File: src/rtl/pwm_trip_pkg.sv
package pwm_trip_pkg;
  localparam int NCH = 2;

  typedef enum logic [1:0] {
    REG_CTRL   = 2'd0,
    REG_PERIOD = 2'd1,
    REG_DUTY0  = 2'd2,
    REG_DUTY1  = 2'd3
  } reg_addr_e;

  localparam int CTRL_W   = 6;
  localparam int CTRL_CLR = 6;

  // bit0 pair, bit1 pin_sel, bits3:2 edge_sel, bits5:4 idle levels
  typedef struct packed {
    logic [NCH-1:0] idle;
    logic [1:0]     edge_sel;
    logic           pin_sel;
    logic           pair;
  } ctrl_t;
endpackage

File: src/rtl/pwm_trip_sync.sv
module pwm_trip_sync #(
  parameter int W = 2
) (
  input  logic         clk_i,
  input  logic         rst_ni,
  input  logic [W-1:0] async_i,
  output logic [W-1:0] sync_o
);
  logic [W-1:0] meta_q, sync_q;

  always_ff @(posedge clk_i or negedge rst_ni) begin
    if (!rst_ni) begin
      meta_q <= '0;
      sync_q <= '0;
    end else begin
      meta_q <= async_i;
      sync_q <= meta_q;
    end
  end

  assign sync_o = sync_q;
endmodule

File: src/rtl/pwm_trip_detect.sv
module pwm_trip_detect (
  input  logic       clk_i,
  input  logic       rst_ni,
  input  logic [1:0] pin_sync_i,
  input  logic       pin_sel_i,
  input  logic [1:0] edge_sel_i,
  input  logic       enable_i,
  input  logic       clr_i,
  output logic       trip_o,
  output logic       flag_o,
  output logic       irq_o
);
  logic cur, prev_q, rise, fall;

  assign cur  = pin_sel_i ? pin_sync_i[1] : pin_sync_i[0];
  assign rise = cur & ~prev_q;
  assign fall = ~cur & prev_q;
  assign trip_o = enable_i & ((edge_sel_i[1] & rise) | (edge_sel_i[0] & fall));

  always_ff @(posedge clk_i or negedge rst_ni) begin
    if (!rst_ni) begin
      prev_q <= 1'b0;
      flag_o <= 1'b0;
      irq_o  <= 1'b0;
    end else begin
      prev_q <= cur;
      irq_o  <= trip_o;
      // trip has priority over the write-one clear
      flag_o <= trip_o | (flag_o & ~clr_i);
    end
  end

  assert_flag_hold_R10: assert property (@(posedge clk_i) disable iff (!rst_ni)
    flag_o && !clr_i |=> flag_o);
  assert_trip_wins_R11: assert property (@(posedge clk_i) disable iff (!rst_ni)
    trip_o && clr_i |=> flag_o && irq_o);
  assert_irq_with_flag_R8: assert property (@(posedge clk_i) disable iff (!rst_ni)
    irq_o |-> flag_o);
endmodule

File: src/rtl/pwm_trip_counter.sv
module pwm_trip_counter #(
  parameter int CNT_W = 8
) (
  input  logic             clk_i,
  input  logic             rst_ni,
  input  logic             run_i,
  input  logic             halt_i,
  input  logic [CNT_W-1:0] period_i,
  output logic [CNT_W-1:0] cnt_o
);
  always_ff @(posedge clk_i or negedge rst_ni) begin
    if (!rst_ni)                  cnt_o <= '0;
    else if (!run_i || halt_i)    cnt_o <= '0;
    else if (cnt_o >= period_i)   cnt_o <= '0;
    else                          cnt_o <= cnt_o + 1'b1;
  end

  assert_run_low_R4: assert property (@(posedge clk_i) disable iff (!rst_ni)
    !run_i |=> cnt_o == '0);
  assert_wrap_R2: assert property (@(posedge clk_i) disable iff (!rst_ni)
    run_i && !halt_i && cnt_o == period_i |=> cnt_o == '0);
endmodule

File: src/rtl/pwm_trip_channel.sv
module pwm_trip_channel #(
  parameter int CNT_W = 8
) (
  input  logic [CNT_W-1:0] cnt_i,
  input  logic [CNT_W-1:0] duty_i,
  input  logic             idle_i,
  input  logic             enable_i,
  output logic             pwm_o
);
  assign pwm_o = (enable_i && (cnt_i < duty_i)) ? ~idle_i : idle_i;
endmodule

File: src/rtl/pwm_trip_pair.sv
module pwm_trip_pair
  import pwm_trip_pkg::*;
#(
  parameter int CNT_W = 8
) (
  input  logic             clk_i,
  input  logic             rst_ni,
  input  logic             wr_en_i,
  input  logic [1:0]       wr_addr_i,
  input  logic [CNT_W-1:0] wr_data_i,
  input  logic             run_i,
  input  logic [1:0]       trip_pin_i,
  output logic [NCH-1:0]   pwm_o,
  output logic             stop_flag_o,
  output logic             stop_irq_o
);
  ctrl_t                     ctrl_q;
  logic [CNT_W-1:0]          period_q;
  logic [NCH-1:0][CNT_W-1:0] duty_q;
  logic [CNT_W-1:0]          cnt;
  logic [1:0]                pin_sync;
  logic                      clr, trip, out_en;
  logic                      unused_wr_bits;

  assign unused_wr_bits = ^wr_data_i[CNT_W-1:CTRL_CLR+1];

  always_ff @(posedge clk_i or negedge rst_ni) begin
    if (!rst_ni) begin
      ctrl_q   <= '0;
      period_q <= '1;
      duty_q   <= '0;
    end else if (wr_en_i) begin
      unique case (reg_addr_e'(wr_addr_i))
        REG_CTRL:   ctrl_q    <= ctrl_t'(wr_data_i[CTRL_W-1:0]);
        REG_PERIOD: period_q  <= wr_data_i;
        REG_DUTY0:  duty_q[0] <= wr_data_i;
        REG_DUTY1:  duty_q[1] <= wr_data_i;
        default: ;
      endcase
    end
  end

  assign clr = wr_en_i && (reg_addr_e'(wr_addr_i) == REG_CTRL) && wr_data_i[CTRL_CLR];

  pwm_trip_sync #(.W(2)) u_sync (
    .clk_i   (clk_i),
    .rst_ni  (rst_ni),
    .async_i (trip_pin_i),
    .sync_o  (pin_sync)
  );

  pwm_trip_detect u_detect (
    .clk_i      (clk_i),
    .rst_ni     (rst_ni),
    .pin_sync_i (pin_sync),
    .pin_sel_i  (ctrl_q.pin_sel),
    .edge_sel_i (ctrl_q.edge_sel),
    .enable_i   (ctrl_q.pair),
    .clr_i      (clr),
    .trip_o     (trip),
    .flag_o     (stop_flag_o),
    .irq_o      (stop_irq_o)
  );

  pwm_trip_counter #(.CNT_W(CNT_W)) u_cnt (
    .clk_i    (clk_i),
    .rst_ni   (rst_ni),
    .run_i    (run_i),
    .halt_i   (trip | stop_flag_o),
    .period_i (period_q),
    .cnt_o    (cnt)
  );

  // shared output enable: one signal kills both channels together
  assign out_en = run_i & ~stop_flag_o;

  for (genvar c = 0; c < NCH; c++) begin : g_ch
    pwm_trip_channel #(.CNT_W(CNT_W)) u_ch (
      .cnt_i    (cnt),
      .duty_i   (duty_q[c]),
      .idle_i   (ctrl_q.idle[c]),
      .enable_i (out_en),
      .pwm_o    (pwm_o[c])
    );
  end

  assert_idle_on_stop_R9: assert property (@(posedge clk_i) disable iff (!rst_ni)
    stop_flag_o |-> pwm_o == ctrl_q.idle);
  assert_cnt_zero_on_stop_R9: assert property (@(posedge clk_i) disable iff (!rst_ni)
    stop_flag_o |-> cnt == '0);
  assert_pair_gate_R7: assert property (@(posedge clk_i) disable iff (!rst_ni)
    $rose(stop_flag_o) |-> $past(ctrl_q.pair));
endmodule

File: config.mk
export PLATFORM = sky130hd
export DESIGN_NAME = pwm_trip_pair
export DESIGN_NICKNAME = d
export VERILOG_FILES = /design/src/rtl/pwm_trip_pkg.sv /design/src/rtl/pwm_trip_sync.sv /design/src/rtl/pwm_trip_detect.sv /design/src/rtl/pwm_trip_counter.sv /design/src/rtl/pwm_trip_channel.sv /design/src/rtl/pwm_trip_pair.sv
export SDC_FILE = /design/constraint.sdc
export NUM_CORES = 1
export LEC_CHECK = 0
export ABC_AREA = 1
export BUFFER_PORTS_ARGS = -buffer_cell sky130_fd_sc_hd__buf_2
export CAP_MARGIN = 20
export CORE_MARGIN = 2
export CORE_UTILIZATION = 40
export DETAILED_ROUTE_END_ITERATION = 8
export GPL_ROUTABILITY_DRIVEN = 0
export HOLD_SLACK_MARGIN = 0.08
export PLACE_DENSITY_LB_ADDON = 0.08
export SLEW_MARGIN = 10
export SYNTH_ARGS = -nofsm -noshare
export SYNTH_HDL_FRONTEND = slang
export SYNTH_SLANG_ARGS = --single-unit
File: constraint.sdc
create_clock -name clk_i -period 2 [get_ports clk_i]
set_input_delay 0.2 -clock clk_i [delete_from_list [all_inputs] [get_ports clk_i]]
set_output_delay 0.2 -clock clk_i [all_outputs]
set_load 0.005 [all_outputs]
Yosys cells after proc, flatten, opt, wreduce, memory -nomap -nowiden
Cells that the tools add are included.
Widths: inputs -> output; s select.
Storage, ports and cells
  flip-flop bits (word level): 45
  latch bits: 0
  memory bits (writable): 0
  bits in read-only memories: 0
  logic and storage cells: 52
  memories: 0
Cells by class
  $add $sub $neg: 1
  multiply operators: 0
  divide/modulo/power cells: 0
  magnitude comparators: 3
  equal/unequal tests: 3
  shifts and indexed selects: 0
  multiplexer cells: 5
  bitwise operators: 16
  reductions and logical operators: 11
Operator list (number)
  $lt 8x8->1: 2
  $mux 8: 2
  $add 8x1->8 const B: 1
  $ge 8x8->1: 1
  $reduce_and 2->1: 4
  $and 1x1->1: 7
  $not 1->1: 6
  $eq 2x2->1 const B: 2
  $logic_and 1x1->1: 4
  $mux 1: 3
  $or 1x1->1: 3
  $eq 2x1->1 const B: 1
  $logic_not 2->1: 1
  $logic_not 1->1: 1
  $logic_or 1x1->1: 1

Longest topological paths before layout
Gate-level depths: netlist of run 1.
  word-level depth: 9
  mapped depth: 11
  gate-level depth less buffers: 10

Modules after synthesis
A second synthesis of run 1 with hierarchy kept.
Unflattened totals
  cell total of the unflattened synthesis: 327
  area, all modules: 2721.4 sq um
Modules (own cells, without submodules)
  pwm_trip_pair: instances 1, cells each 140, area an instance 1385.1 sq um, seq. area each 760.7 sq um
  pwm_trip_counter: instances 1, cells each 85, area an instance 638.1 sq um, seq. area each 200.2 sq um
  pwm_trip_channel: instances 2, cells each 38, area an instance 214.0 sq um, seq. area each 0.0 sq um
  pwm_trip_detect: instances 1, cells each 22, area an instance 170.2 sq um, seq. area each 75.1 sq um
  pwm_trip_sync: instances 1, cells each 4, area an instance 100.1 sq um, seq. area each 100.1 sq um

Least setup slack after synthesis of run 1
Ideal clock, no wire load.
  path kind: reg-to-output
  from: register u_cnt.cnt_o[7]
  to: output pwm_o[1]
  arrival: 1.323 ns
  data required time: 1.800 ns
  path slack: 0.477 ns
  stages on the path, launching flop included: 10
  buffers on the path: 1
  cells stage by stage: dfrtp_1 -> ha_1 -> nand2_1 -> inv_1 -> and3_1 -> nor2_1 -> nand2_1 -> nand2_1 -> nand2_1 -> buf_4
On the way
  cells in the longest elaborated chain, start to end: 3
RTL lines
  start: declaration: line pwm_trip_counter.sv:9  | output logic [CNT_W-1:0] cnt_o
  start signal: assignment: line pwm_trip_counter.sv:15  | else cnt_o <= cnt_o + 1'b1;
  $lt 8x8->1: line pwm_trip_channel.sv:10  | assign pwm_o = (enable_i && (cnt_i < duty_i)) ? ~idle_i : idle_i;
  $logic_and 1x1->1: line pwm_trip_channel.sv:10
  $mux 1: line pwm_trip_channel.sv:10
  end: declaration: line pwm_trip_pair.sv:13  | output logic [NCH-1:0] pwm_o,
No other way between the ends.

Worst setup path after layout of run 1
  from: register u_cnt.cnt_o[7]
  to: output pwm_o[0]
Same word-level chain as after synthesis.

==> flow_summary_export.csv, run 1 <==
group,metric,value,unit
route,postRouteAntennaNets,0,
route,via_per_inst,4.546,
critical_path,worstPathMaxFanout,3,
logic_synthesis,ys_seq_elements,45,
critical_path,cp.arrival,1.67,ns
critical_path,worst_path_largest_cell_delay,0.46,ns
critical_path,critPathRequiredTime,1.80,ns
pwr,p_per_area,806.5,nW/um^2
sta,worst_pin_slew,0.6354,ns
logic_synthesis,yosysWarnings,0,
sta,slew_headroom,57.52,%
critical_path,cp_common_cell,"nand2_1",
critical_path,rr_startpoint,"period_q[5]",
sta,fin_setup_tns,0,ns
logic_synthesis,synthArstFlopShare,100.0,%
place,dp_hpwl,3.523,mm
global_routing,grt_overflow,0,
floorplan,io_pins,20,
logic_synthesis,synth_common_cells,"nand2_1 (73), inv_1 (50), dfrtp_1 (37), o21ai_0 (33), ha_1 (23)",
clock_network,htreeDepth,2,
floorplan,die_w,80.67,um
logic_synthesis,synthFlopType,"dfrtp_1",
sta,finalCritPeriodShare,93.32,%
critical_path,r2r_slack,0.43,ns
logic_synthesis,synthTopCellsByArea,"dfrtp_1 (39%), ha_1 (12%), nand2_1 (12%)",
worst_hold_path,min_path_cells,3,
run,max_cap_viol_count,0,
sta,clock.fmax,535.8,MHz
logic_synthesis,synth_top_cell_area_share,39.38,%
clock_network,clk_latency,0.30,ns
route,drc,0,
floorplan,start_util,41.92,%
place,place_area,2510,um^2
logic_synthesis,synth-simple-area-share,19.21,%
route,first_iter_violations,49,
clock_network,clockRootBuffer,"clkbuf_8",
logic_synthesis,synth_area,2351,um^2
route,totalWireLength,4.795,mm
place,portBuffers,19,
logic_synthesis,synth_top_family_by_area,"simple AND/OR/NAND/NOR gates",
layout,synthToLayoutAreaGrowth,15.81,%
logic_synthesis,avgSynthCellArea,8.396,um^2
logic_synthesis,synth_compound_area_share,8.568,%
logic_synthesis,yosys-mux-area-fraction,0,%
global_routing,grt_pass1_vias,1727,
floorplan,fp-row-count,27,
clock_network,cts_tree,"built",
critical_path,crit_type,"reg -> out",
clock_network,clk_pin_slew_worst_paths,0.09,ns
global_routing,track_usage,16.97,%
worst_hold_path,min_from,"wr_data_i[7]",
clock_network,cts.path.max_buffers,2,
route,dr.pass1.iters,4,
floorplan,fp.dieH,80.67,um
critical_path,cp-end-kind,"output port",
global_routing,antenna_found_initial,0,
critical_path,r2r.worst_path.cells,9,
critical_path,crit_chain,"ha_4 > nand2_1 > inv_1 > nand2_1 > nand3_2 > nor2_2 > nand2_1 > nand2_1 > nand2_1 > buf_2",
critical_path,cp-start-kind,"flop",
logic_synthesis,seq_area_frac_synth,48.32,%
logic_synthesis,synth_top_area_cell,"dfrtp_1",
logic_synthesis,synth_fp_nets,319,
layout,fin_nets,345,
logic_synthesis,synth_xor_area_share,2.235,%
critical_path,slowest_stage,"dfrtp_2",
worst_hold_path,hold_path_class,"in -> reg",
layout,post-route-util,48.55,%
logic_synthesis,synth_fa_ha_area_share,12.24,%
global_routing,grt_max_degree,46,
logic_synthesis,synth-edff-count,0,
critical_path,regToRegEndpoint,"u_cnt.cnt_o[7]",
layout,diodes,0,
sta,maxSlewViolCount,0,
layout,drive_above_1_share,17.59,%
run_status,status,"completed",
layout,fin_area,2723,um^2
logic_synthesis,postSynthCellCount,280,
sta,finClkSkew,0.005147,ns
pwr,ir_drop,0.0004718,V
sta,fin_crit,1.866,ns
route,num_vias,1723,
logic_synthesis,synth_cell_types,20,
route,avgRoutedWirePerCell,12.65,um
global_routing,grt_pass1_wl,8.169,mm
floorplan,coreArea,5608,um^2
pwr,leakage,0.001421,uW
worst_hold_path,min_to,"period_q[7]",
clock_network,cts-buffers-inserted,5,
floorplan,dieArea,6507,um^2
sta,hold_viol_final,0,
sta,setup_viol,0,
clock_network,clock_sinks,45,
logic_synthesis,yosysMostFrequentCell,"nand2_1",
-- state kept, by name, indices dropped and copies added (netlist names) --
signal           cells
u_detect.flag_o      1
u_sync.meta_q        2
period_q             8
u_detect.prev_q      1
duty_q              16
u_detect.irq_o       1
u_sync.sync_o        2
u_cnt.cnt_o          8
ctrl_q               6
-- worst max-delay path, delay by kind of cell, from the launching register on --
| kind | cells | cell delay, ns |
|---|---|---|
| adders and majority gates | 1 | 0.25 |
| buffers and inverters | 2 | 0.17 |
| DFF | 1 | 0.46 |
| and+or+nand+nor | 7 | 0.49 |
-- stage by stage --
step | hold slack (ns) | cells | setup WS, ns | total power [uW]
floorplan | -0.09559 | 280 | 0.4773 | 1431
global placement | 0.3077 | 366 | 0.3839 | 1555
detailed placement | 0.3097 | 366 | 0.3780 | 1571
CTS | 0.1651 | 377 | 0.03410 | 2207
global route | 0.1690 | 379 | -0.01017 | 2366
finish | 0.1590 | 379 | 0.1336 | 2196
-- final cells by class --
cell class / instances / area, um^2
well taps: 72 / 90.09
inverters: 50 / 187.7
fillers: 589 / 2885
multi-input cells: 179 / 1056
clock inverters: 1 / 5.005
flip-flops and latches: 45 / 1140
clock buffers: 7 / 96.34
repair buffers: 25 / 147.6
-- worst max-delay path by stage --
stage,cells after the start,startpoint,slack (ns),endpoint
2_1_floorplan,9,u_cnt.cnt_o[7],0.48,pwm_o[1]
3_3_place_gp,9,u_cnt.cnt_o[7],0.38,pwm_o[1]
3_5_place_dp,9,u_cnt.cnt_o[6],0.38,pwm_o[1]
4_1_cts,9,u_cnt.cnt_o[7],0.03,pwm_o[1]
5_1_grt,11,duty_q[7],-0.01,pwm_o[0]
6_report,10,u_cnt.cnt_o[7],0.13,pwm_o[0]
-- cells by family (layout without fill, tap and decap cells) --
| family | after synthesis | count (layout) |
|---|---|---|
| simple gates | 111 | 111 |
| fa+ha+maj | 23 | 23 |
| xor+xnor | 6 | 6 |
| compound gates | 39 | 39 |
| buf+inv | 56 | 83 |
| flops | 45 | 45 |
-- per-layer routing --
| metal | wire length (um) | track usage [%] | vias up |
|---|---|---|---|
| li1 | - | - | 923 |
| met1 | 2345 | 21.19 | 776 |
| met2 | 2259 | 28.75 | 16 |
| met3 | 112 | 3.371 | 8 |
| met4 | 78 | 6.610 | 0 |
| met5 | 0 | 0 | - |
-- cells in the final DEF, fill, tap and decap left out, drive strengths merged --
| master | n |
|---|---|
| o21ai | 33 |
| buf | 22 |
| a21oi | 5 |
| ha | 23 |
| nor3 | 3 |
| nand2 | 75 |
| nor2 | 18 |
| and3 | 2 |
| xor2 | 3 |
| dfstp | 8 |
| o21bai | 1 |
| clkinv | 1 |
| dfrtp | 37 |
| dlygate4sd3 | 3 |
| xnor2 | 3 |
| inv | 50 |
| clkbuf | 7 |
| nand3 | 13 |
-- power breakdown --
group | switching (uW) | internal [uW] | leakage [uW]
registers | 75.3 | 1050 | 0.000547
clock network | 316 | 313 | 0.0000542
logic | 266 | 179 | 0.000819
-- what timing repair did --
| action | in CTS | in global routing |
|---|---|---|
| hold endpoints to repair | 39 | 0 |
| hold buffers | 3 | 0 |
| setup buffers | 0 | 2 |
| setup endpoints to repair | 0 | 2 |
| resized for setup | 0 | 11 |
(Power assumes the default switching activity.)
==> run 2, diff against run 1 <==
clock period = 2.24 ns   (was 2 ns; I/O delays follow)
==> flow_summary_export.csv, run 2 (synthesis gave the netlist of run 1 again) <==
group,metric,value,unit
floorplan,io_pins,20,
place,dp_hpwl,3.522,mm
layout,post-route-util,47.50,%
route,num_vias,1728,
clock_network,cts-buffers-inserted,5,
sta,fin_setup_tns,0,ns
layout,top_register,"duty_q",
clock_network,clk_latency,0.30,ns
critical_path,crit_type,"reg -> out",
route,via_per_inst,4.571,
critical_path,cp-start-kind,"flop",
worst_hold_path,hold_path_class,"in -> reg",
sta,clock.fmax,511.1,MHz
layout,layout_commonest_cell,"nand2_1",
layout,top_regs,"duty_q x16, period_q x8, u_cnt.cnt_o x8",
pwr,leakage,0.001427,uW
run,max_cap_viol_count,0,
pwr,ir_drop,0.0003726,V
route,postRouteAntennaNets,0,
sta,finClkSkew,0.007154,ns
sta,finalCritPeriodShare,87.34,%
critical_path,cp-end-kind,"output port",
sta,maxSlewViolCount,0,
sta,worst_pin_slew,0.6288,ns
floorplan,die_w,80.67,um
route,totalWireLength,4.673,mm
floorplan,dieArea,6507,um^2
global_routing,track_usage,16.85,%
global_routing,grt_pass1_wl,8.162,mm
layout,largest_register_ffs,16,
pwr,p_per_area,758.2,nW/um^2
sta,fin_crit,1.956,ns
global_routing,grt_pass1_vias,1688,
run_status,status,"completed",
place,place_area,2517,um^2
sta,slew_headroom,57.96,%
sta,rsz0062_at_grt,"false",
global_routing,grt_max_degree,23,
clock_network,clock_sinks,45,
critical_path,critPathRequiredTime,2.02,ns
clock_network,clockRootBuffer,"clkbuf_8",
clock_network,cts.path.max_buffers,2,
clock_network,htreeDepth,2,
sta,setup_viol,0,
clock_network,clk_pin_slew_worst_paths,0.08,ns
layout,drive_above_1_share,13.40,%
layout,most-common-layout-cells,"nand2_1 (73), inv_1 (50), dfrtp_1 (37)",
layout,fin_area,2664,um^2
clock_network,cts_tree,"built",
global_routing,grt_overflow,0,
floorplan,coreArea,5608,um^2
critical_path,cp.arrival,1.73,ns
route,avgRoutedWirePerCell,12.36,um
layout,synthToLayoutAreaGrowth,13.30,%
place,placedCellCount,367,
layout,diodes,0,
place,portBuffers,19,
route,first_iter_violations,39,
layout,fin_cells,378,
critical_path,worstPathMaxFanout,5,
clock_network,cts.repair.resized,0,
global_routing,antenna_found_initial,0,
route,dr.pass1.iters,4,
floorplan,fp-row-count,27,
layout,fin_nets,344,
clock_network,cts_setup_buffers,0,
sta,hold_viol_final,0,
floorplan,fp.dieH,80.67,um
floorplan,start_util,41.92,%
route,drc,0,
[run 2: changes by cell type in the layout (fill, tap and decap cells not counted), moves of 2 or more]
| cell | previous run | this run |
|---|---|---|
| nor2_1 | 14 | 16 |
| ha_1 | 19 | 23 |
| dfrtp_1 | 34 | 37 |
| ha_4 | 4 | 0 |
| dfrtp_2 | 3 | 0 |
| nor2_2 | 4 | 2 |
[run 2: per-layer routing]
layer | share of wire [%] | track usage, % | up-vias
met1 | 50 | 22.89 | 773
met2 | 45 | 25.58 | 27
met4 | 2.2 | 7.458 | 0
li1 | - | - | 921
met3 | 3.4 | 3.820 | 7
met5 | 0 | 0 | -
[run 2: metrics by stage]
step	hold WS [ns]	setup slack [ns]	power [uW]
finish	0.1980	0.2836	2020
global placement	0.2210	0.6321	1395
CTS	0.2023	0.2699	2049
floorplan	-0.07159	0.6933	1278
global route	0.2212	0.1439	2170
detailed placement	0.2291	0.6091	1400
[run 2: critical path: stages (launching register included)]
cell and delay, ns:
dfrtp_1 0.45, ha_1 0.30, nand2_1 0.08, inv_1 0.05
and3_1 0.13, nor2_1 0.14, nand2_1 0.07, nand2_1 0.05
nand2_1 0.04, buf_2 0.11
[run 2: timing repair]
action / in CTS / in global routing
setup endpoints to repair: 0 / 0
endpoints found under the hold margin: 20 / 0
hold buffers: 3 / 0
[run 2: layout make-up]
type,instances,area [um^2]
clock buffers,7,86.33
clock inverters,1,30.03
fillers,587,2944
inverters,50,187.7
multi-input cells,179,993.5
flip-flops and latches,45,1136
well taps,72,90.09
repair buffers,24,140.1
[run 2: power by group]
group          switching [uW]  total, uW  internal, uW
combinational             228        380           152
clock                     273        637           364
sequential               67.5       1000           935
total                     569       2020          1450
[run 2: final timing paths]
path,from,end,slack [ns],cells past startpoint
worst min register to register,u_sync.meta_q[0],u_sync.sync_o[0],0.36,0
max in group asynchronous,rst_ni,period_q[1],1.17,3
worst max-delay path,u_cnt.cnt_o[6],pwm_o[1],0.28,9
worst max register to register,period_q[7],u_cnt.cnt_o[1],0.68,8
min in group asynchronous,rst_ni,duty_q[6],0.42,2
worst min-delay path,wr_data_i[7],period_q[7],0.20,3
